[src/rtl/cfgslv_pkg.sv]
package cfgslv_pkg;

    localparam int BYTE_W = 8;
    localparam int IDX_W  = 4;

    typedef enum logic [2:0] {
        PH_IDLE,
        PH_ADDR,
        PH_CMD,
        PH_COUNT,
        PH_DATA,
        PH_IGNORE
    } phase_e;

    typedef struct packed {
        logic sda;
        logic scl_rise;
        logic scl_fall;
        logic start;
        logic stop;
    } bus_ev_t;

    typedef struct packed {
        logic              valid;
        logic [IDX_W-1:0]  idx;
        logic [BYTE_W-1:0] data;
    } wr_req_t;

    // reset value of the writable bits of each register
    function automatic logic [7:0] reg_default(input int idx);
        case (idx)
            1:       return 8'h07;
            2:       return 8'h7F;
            3:       return 8'hC7;
            4:       return 8'h3F;
            default: return 8'h00;
        endcase
    endfunction

    // bits the bus may change
    function automatic logic [7:0] reg_wmask(input int idx);
        case (idx)
            0:       return 8'hA8;
            1:       return 8'h7F;
            2:       return 8'h7F;
            3:       return 8'hFF;
            4:       return 8'h3F;
            5:       return 8'h3F;
            default: return 8'h00;
        endcase
    endfunction

    // value shown on the read-only bits
    function automatic logic [7:0] ro_value(input int idx, input logic halt,
                                            input logic mult, input logic [2:0] strap);
        case (idx)
            0:       return {3'b000, halt, 1'b0, strap};
            1:       return {mult, 7'b0};
            6:       return 8'h08;
            default: return 8'h00;
        endcase
    endfunction

endpackage

[src/rtl/smb_line_sync.sv]
module smb_line_sync
    import cfgslv_pkg::*;
#(
    parameter int STAGES = 2
) (
    input  logic    clk,
    input  logic    rst,
    input  logic    scl_i,
    input  logic    sda_i,
    output bus_ev_t ev
);
    logic [STAGES-1:0] scl_pipe;
    logic [STAGES-1:0] sda_pipe;
    logic              scl_d;
    logic              sda_d;
    logic              scl_now;
    logic              sda_now;

    always_ff @(posedge clk) begin
        if (rst) begin
            scl_pipe <= '1;
            sda_pipe <= '1;
            scl_d    <= 1'b1;
            sda_d    <= 1'b1;
        end else begin
            scl_pipe <= {scl_pipe[STAGES-2:0], scl_i};
            sda_pipe <= {sda_pipe[STAGES-2:0], sda_i};
            scl_d    <= scl_now;
            sda_d    <= sda_now;
        end
    end

    assign scl_now     = scl_pipe[STAGES-1];
    assign sda_now     = sda_pipe[STAGES-1];
    assign ev.sda      = sda_now;
    assign ev.scl_rise = scl_now & ~scl_d;
    assign ev.scl_fall = ~scl_now & scl_d;
    assign ev.start    = scl_now & scl_d & sda_d & ~sda_now;
    assign ev.stop     = scl_now & scl_d & ~sda_d & sda_now;

endmodule

[src/rtl/smb_byte_ctrl.sv]
module smb_byte_ctrl
    import cfgslv_pkg::*;
#(
    parameter logic [6:0] DEV_ADDR  = 7'h69,
    parameter logic [7:0] CMD_CODE  = 8'h00,
    parameter int         MAX_COUNT = 32,
    parameter int         NUM_REGS  = 7
) (
    input  logic    clk,
    input  logic    rst,
    input  bus_ev_t ev,
    output logic    sda_drive_low,
    output wr_req_t wr
);
    localparam int CNT_W = $clog2(MAX_COUNT + 1);

    phase_e             phase, phase_nx;
    logic [BYTE_W-1:0]  shreg;
    logic [3:0]         bitcnt;
    logic               in_ack;
    logic [CNT_W-1:0]   remain, remain_nx;
    logic [IDX_W-1:0]   ptr, ptr_nx;
    logic               ack_now;
    wr_req_t            wr_nx;

    // decision taken when a whole byte has been shifted in
    always_comb begin
        ack_now   = 1'b0;
        phase_nx  = PH_IGNORE;
        remain_nx = remain;
        ptr_nx    = ptr;
        wr_nx     = '0;
        case (phase)
            PH_ADDR: begin
                if (shreg == {DEV_ADDR, 1'b0}) begin
                    ack_now  = 1'b1;
                    phase_nx = PH_CMD;
                end
            end
            PH_CMD: begin
                if (shreg == CMD_CODE) begin
                    ack_now  = 1'b1;
                    phase_nx = PH_COUNT;
                end
            end
            PH_COUNT: begin
                if (shreg != '0 && int'(shreg) <= MAX_COUNT) begin
                    ack_now   = 1'b1;
                    phase_nx  = PH_DATA;
                    remain_nx = CNT_W'(shreg);
                    ptr_nx    = '0;
                end
            end
            PH_DATA: begin
                if (remain != '0) begin
                    ack_now   = 1'b1;
                    phase_nx  = PH_DATA;
                    remain_nx = remain - 1'b1;
                    if (int'(ptr) < NUM_REGS) begin
                        wr_nx.valid = 1'b1;
                        wr_nx.idx   = ptr;
                        wr_nx.data  = shreg;
                        ptr_nx      = ptr + 1'b1;
                    end
                end
            end
            default: ;
        endcase
    end

    always_ff @(posedge clk) begin
        if (rst) begin
            phase         <= PH_IDLE;
            shreg         <= '0;
            bitcnt        <= '0;
            in_ack        <= 1'b0;
            remain        <= '0;
            ptr           <= '0;
            sda_drive_low <= 1'b0;
            wr            <= '0;
        end else begin
            wr <= '0;
            if (ev.start) begin
                phase         <= PH_ADDR;
                bitcnt        <= '0;
                in_ack        <= 1'b0;
                sda_drive_low <= 1'b0;
            end else if (ev.stop) begin
                phase         <= PH_IDLE;
                bitcnt        <= '0;
                in_ack        <= 1'b0;
                sda_drive_low <= 1'b0;
            end else if (phase != PH_IDLE) begin
                if (ev.scl_rise && !in_ack && bitcnt < 4'd8) begin
                    shreg  <= {shreg[BYTE_W-2:0], ev.sda};
                    bitcnt <= bitcnt + 1'b1;
                end
                if (ev.scl_fall) begin
                    if (in_ack) begin
                        in_ack        <= 1'b0;
                        sda_drive_low <= 1'b0;
                        bitcnt        <= '0;
                    end else if (bitcnt == 4'd8) begin
                        in_ack        <= 1'b1;
                        sda_drive_low <= ack_now;
                        phase         <= phase_nx;
                        remain        <= remain_nx;
                        ptr           <= ptr_nx;
                        wr            <= wr_nx;
                    end
                end
            end
        end
    end

endmodule

[src/rtl/cfg_regbank.sv]
module cfg_regbank
    import cfgslv_pkg::*;
#(
    parameter int NUM_REGS = 7
) (
    input  logic                     clk,
    input  logic                     rst,
    input  wr_req_t                  wr,
    input  logic                     halt_pin_i,
    input  logic                     mult_pin_i,
    input  logic [2:0]               strap_i,
    output logic [NUM_REGS*BYTE_W-1:0] cfg_o
);
    logic [2:0] strap_q;

    // straps are taken only while reset holds
    always_ff @(posedge clk) begin
        if (rst) strap_q <= strap_i;
    end

    for (genvar g = 0; g < NUM_REGS; g++) begin : g_reg
        localparam logic [7:0] WMASK = reg_wmask(g);
        localparam logic [7:0] RSTV  = reg_default(g);
        logic [7:0] store;
        logic [2:0] strap_view;

        assign strap_view = rst ? strap_i : strap_q;

        always_ff @(posedge clk) begin
            if (rst) begin
                store <= RSTV;
            end else if (wr.valid && wr.idx == IDX_W'(g)) begin
                store <= wr.data & WMASK;
            end
        end

        assign cfg_o[g*BYTE_W +: BYTE_W] =
            (store & WMASK) | (ro_value(g, halt_pin_i, mult_pin_i, strap_view) & ~WMASK);
    end

endmodule

[src/rtl/clkgen_cfg_slave.sv]
module clkgen_cfg_slave
    import cfgslv_pkg::*;
#(
    parameter logic [6:0] DEV_ADDR    = 7'h69,
    parameter logic [7:0] CMD_CODE    = 8'h00,
    parameter int         MAX_COUNT   = 32,
    parameter int         NUM_REGS    = 7,
    parameter int         SYNC_STAGES = 2
) (
    input  logic                  clk,
    input  logic                  rst,
    input  logic                  scl_i,
    input  logic                  sda_i,
    output logic                  sda_drive_low,
    input  logic                  halt_pin_i,
    input  logic                  mult_pin_i,
    input  logic [2:0]            strap_i,
    output logic [NUM_REGS*8-1:0] cfg_o
);
    bus_ev_t ev;
    wr_req_t wr;

    smb_line_sync #(.STAGES(SYNC_STAGES)) u_sync (
        .clk   (clk),
        .rst   (rst),
        .scl_i (scl_i),
        .sda_i (sda_i),
        .ev    (ev)
    );

    smb_byte_ctrl #(
        .DEV_ADDR  (DEV_ADDR),
        .CMD_CODE  (CMD_CODE),
        .MAX_COUNT (MAX_COUNT),
        .NUM_REGS  (NUM_REGS)
    ) u_ctrl (
        .clk           (clk),
        .rst           (rst),
        .ev            (ev),
        .sda_drive_low (sda_drive_low),
        .wr            (wr)
    );

    cfg_regbank #(.NUM_REGS(NUM_REGS)) u_regs (
        .clk        (clk),
        .rst        (rst),
        .wr         (wr),
        .halt_pin_i (halt_pin_i),
        .mult_pin_i (mult_pin_i),
        .strap_i    (strap_i),
        .cfg_o      (cfg_o)
    );

endmodule

[config.mk]
export PLATFORM = sky130hd
export DESIGN_NAME = clkgen_cfg_slave
export DESIGN_NICKNAME = d
export VERILOG_FILES = /design/src/rtl/cfgslv_pkg.sv /design/src/rtl/smb_line_sync.sv /design/src/rtl/smb_byte_ctrl.sv /design/src/rtl/cfg_regbank.sv /design/src/rtl/clkgen_cfg_slave.sv
export SDC_FILE = /design/constraint.sdc
export NUM_CORES = 1
export LEC_CHECK = 0
export BUFFER_PORTS_ARGS = -buffer_cell sky130_fd_sc_hd__clkbuf_2
export CAP_MARGIN = 10
export CORE_ASPECT_RATIO = 0.9
export CORE_MARGIN = 2
export CORE_UTILIZATION = 40
export DETAILED_ROUTE_END_ITERATION = 7
export PLACE_DENSITY = 0.59
export SLEW_MARGIN = 20
export SYNTH_ARGS = -nofsm -noshare
export SYNTH_HDL_FRONTEND = slang
export SYNTH_SLANG_ARGS = --single-unit
[constraint.sdc]
create_clock -name clk -period 2.5 [get_ports clk]
set_input_delay 0.25 -clock clk [delete_from_list [all_inputs] [get_ports clk]]
set_output_delay 0.25 -clock clk [all_outputs]
set_load 0.02 [all_outputs]
==> results.sh, run 1 <==
export IMPL_outcome="finished clean"
export IMPL_total_power_mw=2.385
export IMPL_multiInputGateArea_um2=1663
export IMPL_ys_seq_area_share_pct=47.93
export IMPL_rows=32
export IMPL_maxCapViolCount=0
export IMPL_core_area_um2=8648
export IMPL_yosysTopAreaCellShare_pct=47.93
export IMPL_setup_viol=0
export IMPL_detailedPlace_worstSlack_ns=0.3209
export IMPL_crit_path_max_fanout=12
export IMPL_synth_top_area_cell="dfxtp_1"
export IMPL_whs_ns=0.07718
export IMPL_dpl_hpwl_mm=5.023
export IMPL_critPathCaptureType="register"
export IMPL_cts_setup_buffers=0
export IMPL_ys_ff_latch=86
export IMPL_path_delay_family="simple AND/OR/NAND/NOR gates"
export IMPL_synth_area_leaders="dfxtp_1 (48%), mux2i_1 (5.9%), nor2_1 (5.1%), a211o_1 (3.9%), nand2_1 (3.9%)"
export IMPL_syn2layout_area_growth_pct=13.13
export IMPL_first_global_vias=2430
export IMPL_numCtsBuffers=9
export IMPL_synthFlopType="dfxtp_1"
export IMPL_slowest_delay_ns=0.44
export IMPL_ioPinCount=66
export IMPL_synth_edff_count=0
export IMPL_syn_avg_cell_area_um2=9.048
export IMPL_critPathLaunchType="register"
export IMPL_die_area_um2=9755
export IMPL_tritoncts="yes"
export IMPL_portBuffers=47
export IMPL_grt_overflow_total=0
export IMPL_drc=0
export IMPL_tns_ns=0
export IMPL_antenna_found_initial=0
export IMPL_grt_pass1_wl_mm=11.80
export IMPL_hold_violations=0
export IMPL_power_leakage_nw=1.564
export IMPL_drtAntennaViolNets=0
export IMPL_p_per_area_nw_per_um2=586.9
export IMPL_hp_class="in -> reg"
export IMPL_grt_max_degree=38
export IMPL_path_clk_slew_ns=0.09
export IMPL_wl_mm=7.156
export IMPL_vias_per_cell=4.833
export IMPL_layout_setup_ws_ns=0.3194
export IMPL_vias=2726
export IMPL_netlist_top_cells_count="dfxtp_1 (86), nor2_1 (49), nand2_1 (37), a21oi_1 (23), mux2i_1 (21)"
export IMPL_ctsResizeCount=0
export IMPL_insertion_delay_ns=0.35
export IMPL_drtIter0Drc=120
export IMPL_drive_above_1_share_pct=19.33
export IMPL_cp_num_buf_inv=0
export IMPL_worst_slew_pin_slew_ns=0.6493
export IMPL_cts_max_level=3
export IMPL_rsz0062_at_grt="false"
export IMPL_slew_headroom_pct=56.71
export IMPL_fill_cells=855
export IMPL_cts_buffer_depth=2
export IMPL_syn_inst=397
export IMPL_crit_path_top_delay_cell="dfxtp_1"
export IMPL_final_nets=454
export IMPL_syn_area_um2=3592
export IMPL_wl_per_cell_um=12.69
export IMPL_period_needed_ns=2.181
export IMPL_drv_slew=0
export IMPL_synth_distinct_cells=45
export IMPL_fin_crit_sh_pct=87.23
export IMPL_gp_congestion=0.8262
export IMPL_cts_root_buf="clkbuf_8"
export IMPL_ir_worst_vdd_mv=0.2960
export IMPL_fp_dieH_um=93.90
export IMPL_arrival_ns=2.47
export IMPL_n_antenna_cell=0
export IMPL_required_ns=2.79
export IMPL_fp_dieW_um=103.9
export IMPL_synth_warnings=0
export IMPL_crit_chain="or3b_1, a31o_4, or4_4, nor3_4, and2_1"
export IMPL_synth_most_common_cell="dfxtp_1"
export IMPL_start_util_pct=41.54
export IMPL_drtPass1Iterations=4
export IMPL_gr_usage_all_layers_pct=15.21
export IMPL_setup_worst_path_class="reg -> reg"
export IMPL_hold_buffers=0
export IMPL_fmax_mhz=458.6
export IMPL_clock_sinks=86
export IMPL_synth_async_reset_ratio_pct=0
export IMPL_ff_latch_area_um2=1722
export IMPL_finClkSkew_ns=0.01185
[flip-flops by register name, indices dropped and copies added (netlist names), 2 cells and up]
register / count
u_ctrl.phase: 3
u_ctrl.bitcnt: 4
u_ctrl.remain: 6
u_sync.sda_pipe: 2
u_regs.strap_q: 3
u_ctrl.wr: 13
u_regs.g.store: 37
u_sync.scl_pipe: 2
u_ctrl.ptr: 4
u_ctrl.shreg: 8
[layout make-up]
class,count,share of cell area [%]
flip-flops and latches,86,42.36
inverters,14,1.293
multi-input cells,275,40.92
repair buffers,54,7.081
well taps,119,3.664
clock inverters,6,1.293
clock buffers,10,3.387
[logic make-up (layout without fill, tap and decap cells)]
group	after synthesis	count (layout)	share of synthesized area (%)
and+or+nand+nor	162	162	22.81
AOI/OAI and AO/OA	65	65	12.26
buffers and inverters	49	84	7.280
adders and majority gates	5	5	1.742
other	2	15	0.2091
xor gates and xnor gates	4	4	0.9754
muxes	24	24	6.792
DFF	86	86	47.93
[stage by stage]
stage / instance area [um^2] / util (%) / instances
global placement: 3874 / 44.79 / 548
detailed placement: 3874 / 44.79 / 548
floorplan: 3641 / - / 410
CTS: 4064 / 46.99 / 564
global route: 4064 / 46.99 / 564
finish: 4064 / 46.99 / 564
[report_power, final]
part	switching (mW)	total (mW)	internal, mW
clock	0.515	0.919	0.404
sequential	0.00622	1.39	1.38
combinational	0.0575	0.0807	0.0232
[cell usage in the layout, fill, tap and decap left out, types with 10 or more instances in the layout]
cell type / n
dfxtp_1: 86
nor2_1: 49
clkbuf_2: 47
nand2_1: 37
a21oi_1: 23
mux2i_1: 21
a211o_1: 16
conb_1: 15
inv_1: 14
nand3b_1: 11
nand3_1: 11
and2_1: 11
o21ai_0: 10
clkbuf_8: 10
[routing by layer]
layer	track usage, %	wire, um	up-vias	part of all wire, %
li1	-	-	1405	-
met1	19.63	3504	1262	49
met2	25.60	3339	55	47
met5	0	0	-	0
met3	4.369	267	4	3.7
met4	3.041	44	0	0.61
[worst register-to-register path, stage by stage (launching register included)]
cell and delay (ns):
dfxtp_1 0.44, or3b_1 0.42, a31o_4 0.24, or4_4 0.44, nor3_4 0.40, and2_1 0.19
[final timing paths]
path / slack, ns / endpoint / cells past startpoint / from
worst max register to register: 0.32 / u_ctrl.wr[9]$_SDFF_PP0_ / 5 / u_ctrl.phase[2]$_SDFFE_PP0P_
worst max-delay path: 0.32 / u_ctrl.wr[9]$_SDFF_PP0_ / 5 / u_ctrl.phase[2]$_SDFFE_PP0P_
worst min-delay path: 0.08 / u_sync.sda_pipe[0]$_SDFF_PP1_ / 2 / sda_i
worst min register to register: 0.41 / u_sync.scl_pipe[1]$_SDFF_PP1_ / 1 / u_sync.scl_pipe[0]$_SDFF_PP1_
Power figures use the tool's default switching activity.
==> inputs of run 2 (changes only) <==
--- a/config.mk
+++ b/config.mk
@@ -10,7 +10,9 @@
 export CORE_ASPECT_RATIO = 0.9
 export CORE_MARGIN = 2
 export CORE_UTILIZATION = 40
+export CTS_CLUSTER_SIZE = 30
 export DETAILED_ROUTE_END_ITERATION = 7
+export MAX_ROUTING_LAYER = met4
 export PLACE_DENSITY = 0.59
 export SLEW_MARGIN = 20
 export SYNTH_ARGS = -nofsm -noshare
==> run 2 against run 1 <==
Compared with the run above:
- clock power is essentially flat
- cell count is the same
- highest routed layer unchanged
- non-clock buffer count is the same
==> results.sh, run 2 (synthesis gave the netlist of run 1 again) <==
export IMPL_period_needed_ns=2.178
export IMPL_antenna_found_initial=0
export IMPL_mostFrequentLayoutCells="dfxtp_1 (86), nor2_1 (49), clkbuf_2 (47)"
export IMPL_worst_slew_pin_slew_ns=0.6511
export IMPL_final_common_cell="dfxtp_1"
export IMPL_r2r_slack_ns=0.32
export IMPL_hold_violations=0
export IMPL_first_global_vias=2420
export IMPL_slew_headroom_pct=56.59
export IMPL_final_nets=454
export IMPL_grt_max_degree=38
export IMPL_insertion_delay_ns=0.35
export IMPL_drtAntennaViolNets=0
export IMPL_tritoncts="yes"
export IMPL_whs_ns=0.07743
export IMPL_portBuffers=47
export IMPL_grt_pass1_wl_mm=11.81
export IMPL_clock_sinks=86
export IMPL_combPwrFrac_pct=3.4
export IMPL_finClkSkew_ns=0.01183
export IMPL_crit_path_max_fanout=12
export IMPL_grt_overflow_total=0
export IMPL_syn2layout_area_growth_pct=13.13
export IMPL_hold_buffers=0
export IMPL_start_util_pct=41.54
export IMPL_required_ns=2.79
export IMPL_gr_usage_all_layers_pct=15.64
export IMPL_power_internal_mw=1.806
export IMPL_tns_ns=0
export IMPL_core_area_um2=8648
export IMPL_cts_buffer_depth=2
export IMPL_ctsResizeCount=0
export IMPL_wl_per_cell_um=12.70
export IMPL_die_area_um2=9755
export IMPL_regMostFlops="u_regs.g.store"
export IMPL_largest_reg_flops=37
export IMPL_p_per_area_nw_per_um2=586.7
export IMPL_gp_congestion=0.8387
export IMPL_drtIter0Drc=124
export IMPL_fill_cells=855
export IMPL_critPathCaptureType="register"
export IMPL_drive_above_1_share_pct=19.33
export IMPL_ff_latch_area_um2=1722
export IMPL_hp_class="in -> reg"
export IMPL_dpl_hpwl_mm=5.023
export IMPL_setup_worst_path_class="reg -> reg"
export IMPL_rsz0062_at_grt="false"
export IMPL_fin_crit_sh_pct=87.10
export IMPL_drc=0
export IMPL_p_sw_mw=0.5782
export IMPL_switching_share_pct=24.25
export IMPL_cts_root_buf="clkbuf_8"
export IMPL_ioPinCount=66
export IMPL_fmax_mhz=459.2
export IMPL_wl_mm=7.163
export IMPL_arrival_ns=2.47
export IMPL_vias=2717
export IMPL_fp_dieW_um=103.9
export IMPL_p_seq_share_pct=58.1
export IMPL_reg_top3="u_regs.g.store: 37 flops, u_ctrl.wr: 13 flops, u_ctrl.shreg: 8 flops"
export IMPL_cts_max_level=3
export IMPL_ir_worst_vdd_mv=0.2966
export IMPL_drtPass1Iterations=4
export IMPL_clkPwrFrac_pct=38.5
export IMPL_vias_per_cell=4.817
export IMPL_power_leakage_nw=1.564
export IMPL_path_clk_slew_ns=0.09
export IMPL_cts_setup_buffers=0
export IMPL_drv_slew=0
export IMPL_n_antenna_cell=0
export IMPL_outcome="finished clean"
export IMPL_maxCapViolCount=0
export IMPL_rows=32
export IMPL_multiInputGateArea_um2=1663
export IMPL_setup_viol=0
export IMPL_fp_dieH_um=93.90
export IMPL_numCtsBuffers=9
export IMPL_critPathLaunchType="register"
run 2: cell counts in the layout (fill, tap and decap cells not counted):
Identical to the previous run, type by type.
run 2: power by group through the flow:
stage | registers (mW) | logic (mW) | clock network [mW]
6_report | 1.39 | 0.0807 | 0.918
5_1_grt | 1.39 | 0.0890 | 1.01
4_1_cts | 1.39 | 0.0812 | 0.955
3_5_place_dp | 1.42 | 0.0810 | 0
3_3_place_gp | 1.42 | 0.0804 | 0
2_1_floorplan | 1.41 | 0.0884 | 0
run 2: final cells by class:
type                    count  area share [%]
inverters                  14           1.293
clock buffers              10           3.387
repair buffers             54           7.081
multi-input cells         275           40.92
well taps                 119           3.664
clock inverters             6           1.293
flip-flops and latches     86           42.36
run 2: layer usage:
metal | share of wire, % | global-route usage (%) | vias to the layer above
met5 | 0 | - | -
met4 | 0.39 | 3.041 | 0
met3 | 3.4 | 4.369 | 4
met2 | 47 | 25.60 | 53
met1 | 49 | 19.63 | 1257
li1 | - | - | 1403
run 2: final timing paths:
check	cells after the start	startpoint	end
min reg2reg	1	u_sync.scl_pipe[0]$_SDFF_PP1_	u_sync.scl_pipe[1]$_SDFF_PP1_
max reg2reg	5	u_ctrl.phase[2]$_SDFFE_PP0P_	u_ctrl.wr[9]$_SDFF_PP0_
min	2	sda_i	u_sync.sda_pipe[0]$_SDFF_PP1_
max	5	u_ctrl.phase[2]$_SDFFE_PP0P_	u_ctrl.wr[9]$_SDFF_PP0_
run 2: through the flow:
stage / std cells / power [mW] / setup WS [ns] / area [um^2] / util [%]
floorplan: 410 / 1.503 / 0.4368 / 3641 / -
global placement: 548 / 1.498 / 0.3811 / 3874 / 44.79
detailed placement: 548 / 1.499 / 0.3209 / 3874 / 44.79
CTS: 564 / 2.422 / 0.3013 / 4064 / 46.99
global route: 564 / 2.488 / 0.1204 / 4064 / 46.99
finish: 564 / 2.384 / 0.3224 / 4064 / 46.99
run 2: critical path: stages, from the launching register on:
cell and delay [ns]:
dfxtp_1 0.44, or3b_1 0.42, a31o_4 0.24, or4_4 0.44
nor3_4 0.39, and2_1 0.18
==> inputs of run 3 (changes only) <==
--- a/config.mk
+++ b/config.mk
@@ -13,7 +13,7 @@
 export CTS_CLUSTER_SIZE = 30
 export DETAILED_ROUTE_END_ITERATION = 7
 export MAX_ROUTING_LAYER = met4
-export PLACE_DENSITY = 0.59
+export PLACE_DENSITY_LB_ADDON = 0.3
 export SLEW_MARGIN = 20
 export SYNTH_ARGS = -nofsm -noshare
 export SYNTH_HDL_FRONTEND = slang
==> run 3 against run 2 <==
Compared with the run above:
- setup slack better by 0.033 ns
- cell count down 0.18%
- flip-flop and latch count unchanged
- worst hold slack better by 0.0057 ns
- die area unchanged
- clock-buffer cell count down 1
- highest routed layer unchanged
- power up 6.1%
==> results.sh, run 3 (synthesis gave the netlist of run 1 again) <==
export IMPL_arrival_ns=2.43
export IMPL_worst_slew_pin_slew_ns=0.6201
export IMPL_ir_worst_vdd_mv=0.2773
export IMPL_ioPinCount=66
export IMPL_cts_setup_buffers=0
export IMPL_clkPwrFrac_pct=42.1
export IMPL_start_util_pct=41.54
export IMPL_hold_violations=0
export IMPL_detailedPlace_worstSlack_ns=0.3637
export IMPL_fill_cells=863
export IMPL_setup_worst_path_class="reg -> reg"
export IMPL_finClkSkew_ns=0.01095
export IMPL_first_global_vias=2447
export IMPL_power_internal_mw=1.968
export IMPL_path_delay_family="simple AND/OR/NAND/NOR gates"
export IMPL_syn2layout_area_growth_pct=13.90
export IMPL_final_common_cell="dfxtp_1"
export IMPL_cp_num_buf_inv=0
export IMPL_fin_area_um2=4091
export IMPL_fmax_mhz=466.4
export IMPL_wl_per_cell_um=12.88
export IMPL_core_area_um2=8648
export IMPL_dpl_hpwl_mm=5.079
export IMPL_dp_cells=548
export IMPL_fp_dieH_um=93.90
export IMPL_numCtsBuffers=9
export IMPL_period_needed_ns=2.144
export IMPL_mostFrequentLayoutCells="dfxtp_1 (86), nor2_1 (49), clkbuf_2 (47)"
export IMPL_vias_per_cell=4.810
export IMPL_crit_path_max_fanout=12
export IMPL_outcome="finished clean"
export IMPL_hp_class="in -> reg"
export IMPL_drc=0
export IMPL_maxCapViolCount=0
export IMPL_drtAntennaViolNets=0
export IMPL_crit_chain="or3b_1, a31o_4, or4_4, nor3_4, and2_1"
export IMPL_drv_slew=0
export IMPL_portBuffers=47
export IMPL_grt_pass1_wl_mm=11.72
export IMPL_rows=32
export IMPL_crit_path_top_delay_cell="or4_4"
export IMPL_grt_max_degree=43
export IMPL_rsz0062_at_grt="false"
export IMPL_drtPass1Iterations=4
export IMPL_power_leakage_nw=1.579
export IMPL_tns_ns=0
export IMPL_vias=2708
export IMPL_setup_viol=0
export IMPL_p_sw_mw=0.5606
export IMPL_p_seq_share_pct=54.8
export IMPL_drtIter0Drc=94
export IMPL_fp_dieW_um=103.9
export IMPL_fin_crit_sh_pct=85.77
export IMPL_cts_root_buf="clkbuf_8"
export IMPL_path_clk_slew_ns=0.08
export IMPL_drive_above_1_share_pct=19.14
export IMPL_gr_usage_all_layers_pct=15.65
export IMPL_grt_overflow_total=0
export IMPL_whs_ns=0.08310
export IMPL_n_antenna_cell=0
export IMPL_reg_top3="u_regs.g.store: 37 flops, u_ctrl.wr: 13 flops, u_ctrl.shreg: 8 flops"
export IMPL_gp_congestion=0.8524
export IMPL_slowest_delay_ns=0.44
export IMPL_clock_sinks=86
export IMPL_total_power_mw=2.529
export IMPL_final_nets=454
export IMPL_insertion_delay_ns=0.35
export IMPL_cts_max_level=3
export IMPL_largest_reg_flops=37
export IMPL_p_per_area_nw_per_um2=618.1
export IMPL_critPathCaptureType="register"
export IMPL_slew_headroom_pct=58.57
export IMPL_wl_mm=7.254
export IMPL_required_ns=2.79
export IMPL_hold_buffers=0
export IMPL_tritoncts="yes"
export IMPL_critPathLaunchType="register"
export IMPL_stdcell_count=563
export IMPL_placed_area_um2=3874
export IMPL_switching_share_pct=22.17
export IMPL_final_core_util_pct=47.31
export IMPL_layout_setup_ws_ns=0.3557
export IMPL_antenna_found_initial=0
export IMPL_regMostFlops="u_regs.g.store"
export IMPL_cts_buffer_depth=2
export IMPL_die_area_um2=9755
export IMPL_ctsResizeCount=0
export IMPL_combPwrFrac_pct=3.2
## run 3: cell types whose count changed in the layout (fill, tap and decap cells not counted), sizes merged
cell      before  now
clkinvlp       2    1
bufinv         0    2
clkbuf        57   56
inv           17   16
## run 3: area by class of cell
type                            instances  area [um^2]  share of cell area, %
Clock inverter                          6        93.84                  2.294
Clock buffer                            9        123.9                  3.028
Timing Repair Buffer                   54        287.8                  7.034
Sequential cell                        86         1722                  42.08
Multi-Input combinational cell        275         1663                  40.64
Inverter                               14        52.55                  1.284
Tap cell                              119        148.9                  3.639
## run 3: path summary, 6_finish.rpt
path                                       from                             to  slack [ns]  cells after the start
setup / recovery   u_ctrl.phase[2]$_SDFFE_PP0P_        u_ctrl.wr[7]$_SDFF_PP0_        0.36                      5
hold / removal                            scl_i  u_sync.scl_pipe[0]$_SDFF_PP1_        0.08                      2
setup reg to reg   u_ctrl.phase[2]$_SDFFE_PP0P_        u_ctrl.wr[7]$_SDFF_PP0_        0.36                      5
hold reg to reg   u_sync.sda_pipe[0]$_SDFF_PP1_  u_sync.sda_pipe[1]$_SDFF_PP1_        0.41                      1
## run 3: power groups by stage
stage / sequential (mW) / combinational (mW) / clock (mW)
after detailed placement: 1.42 / 0.0807 / 0
final: 1.39 / 0.0798 / 1.06
after CTS: 1.39 / 0.0809 / 1.10
after floorplan: 1.41 / 0.0884 / 0
after global routing: 1.39 / 0.0875 / 1.17
after global placement: 1.42 / 0.0801 / 0
## run 3: metal layers
layer	part of all wire (%)	vias to the layer above	wire [um]	track usage (%)
met2	46	55	3359	25.27
met4	1.1	0	81	5.293
met3	3.9	10	281	5.132
met1	49	1250	3532	18.56
li1	-	1393	-	-
met5	0	-	0	-
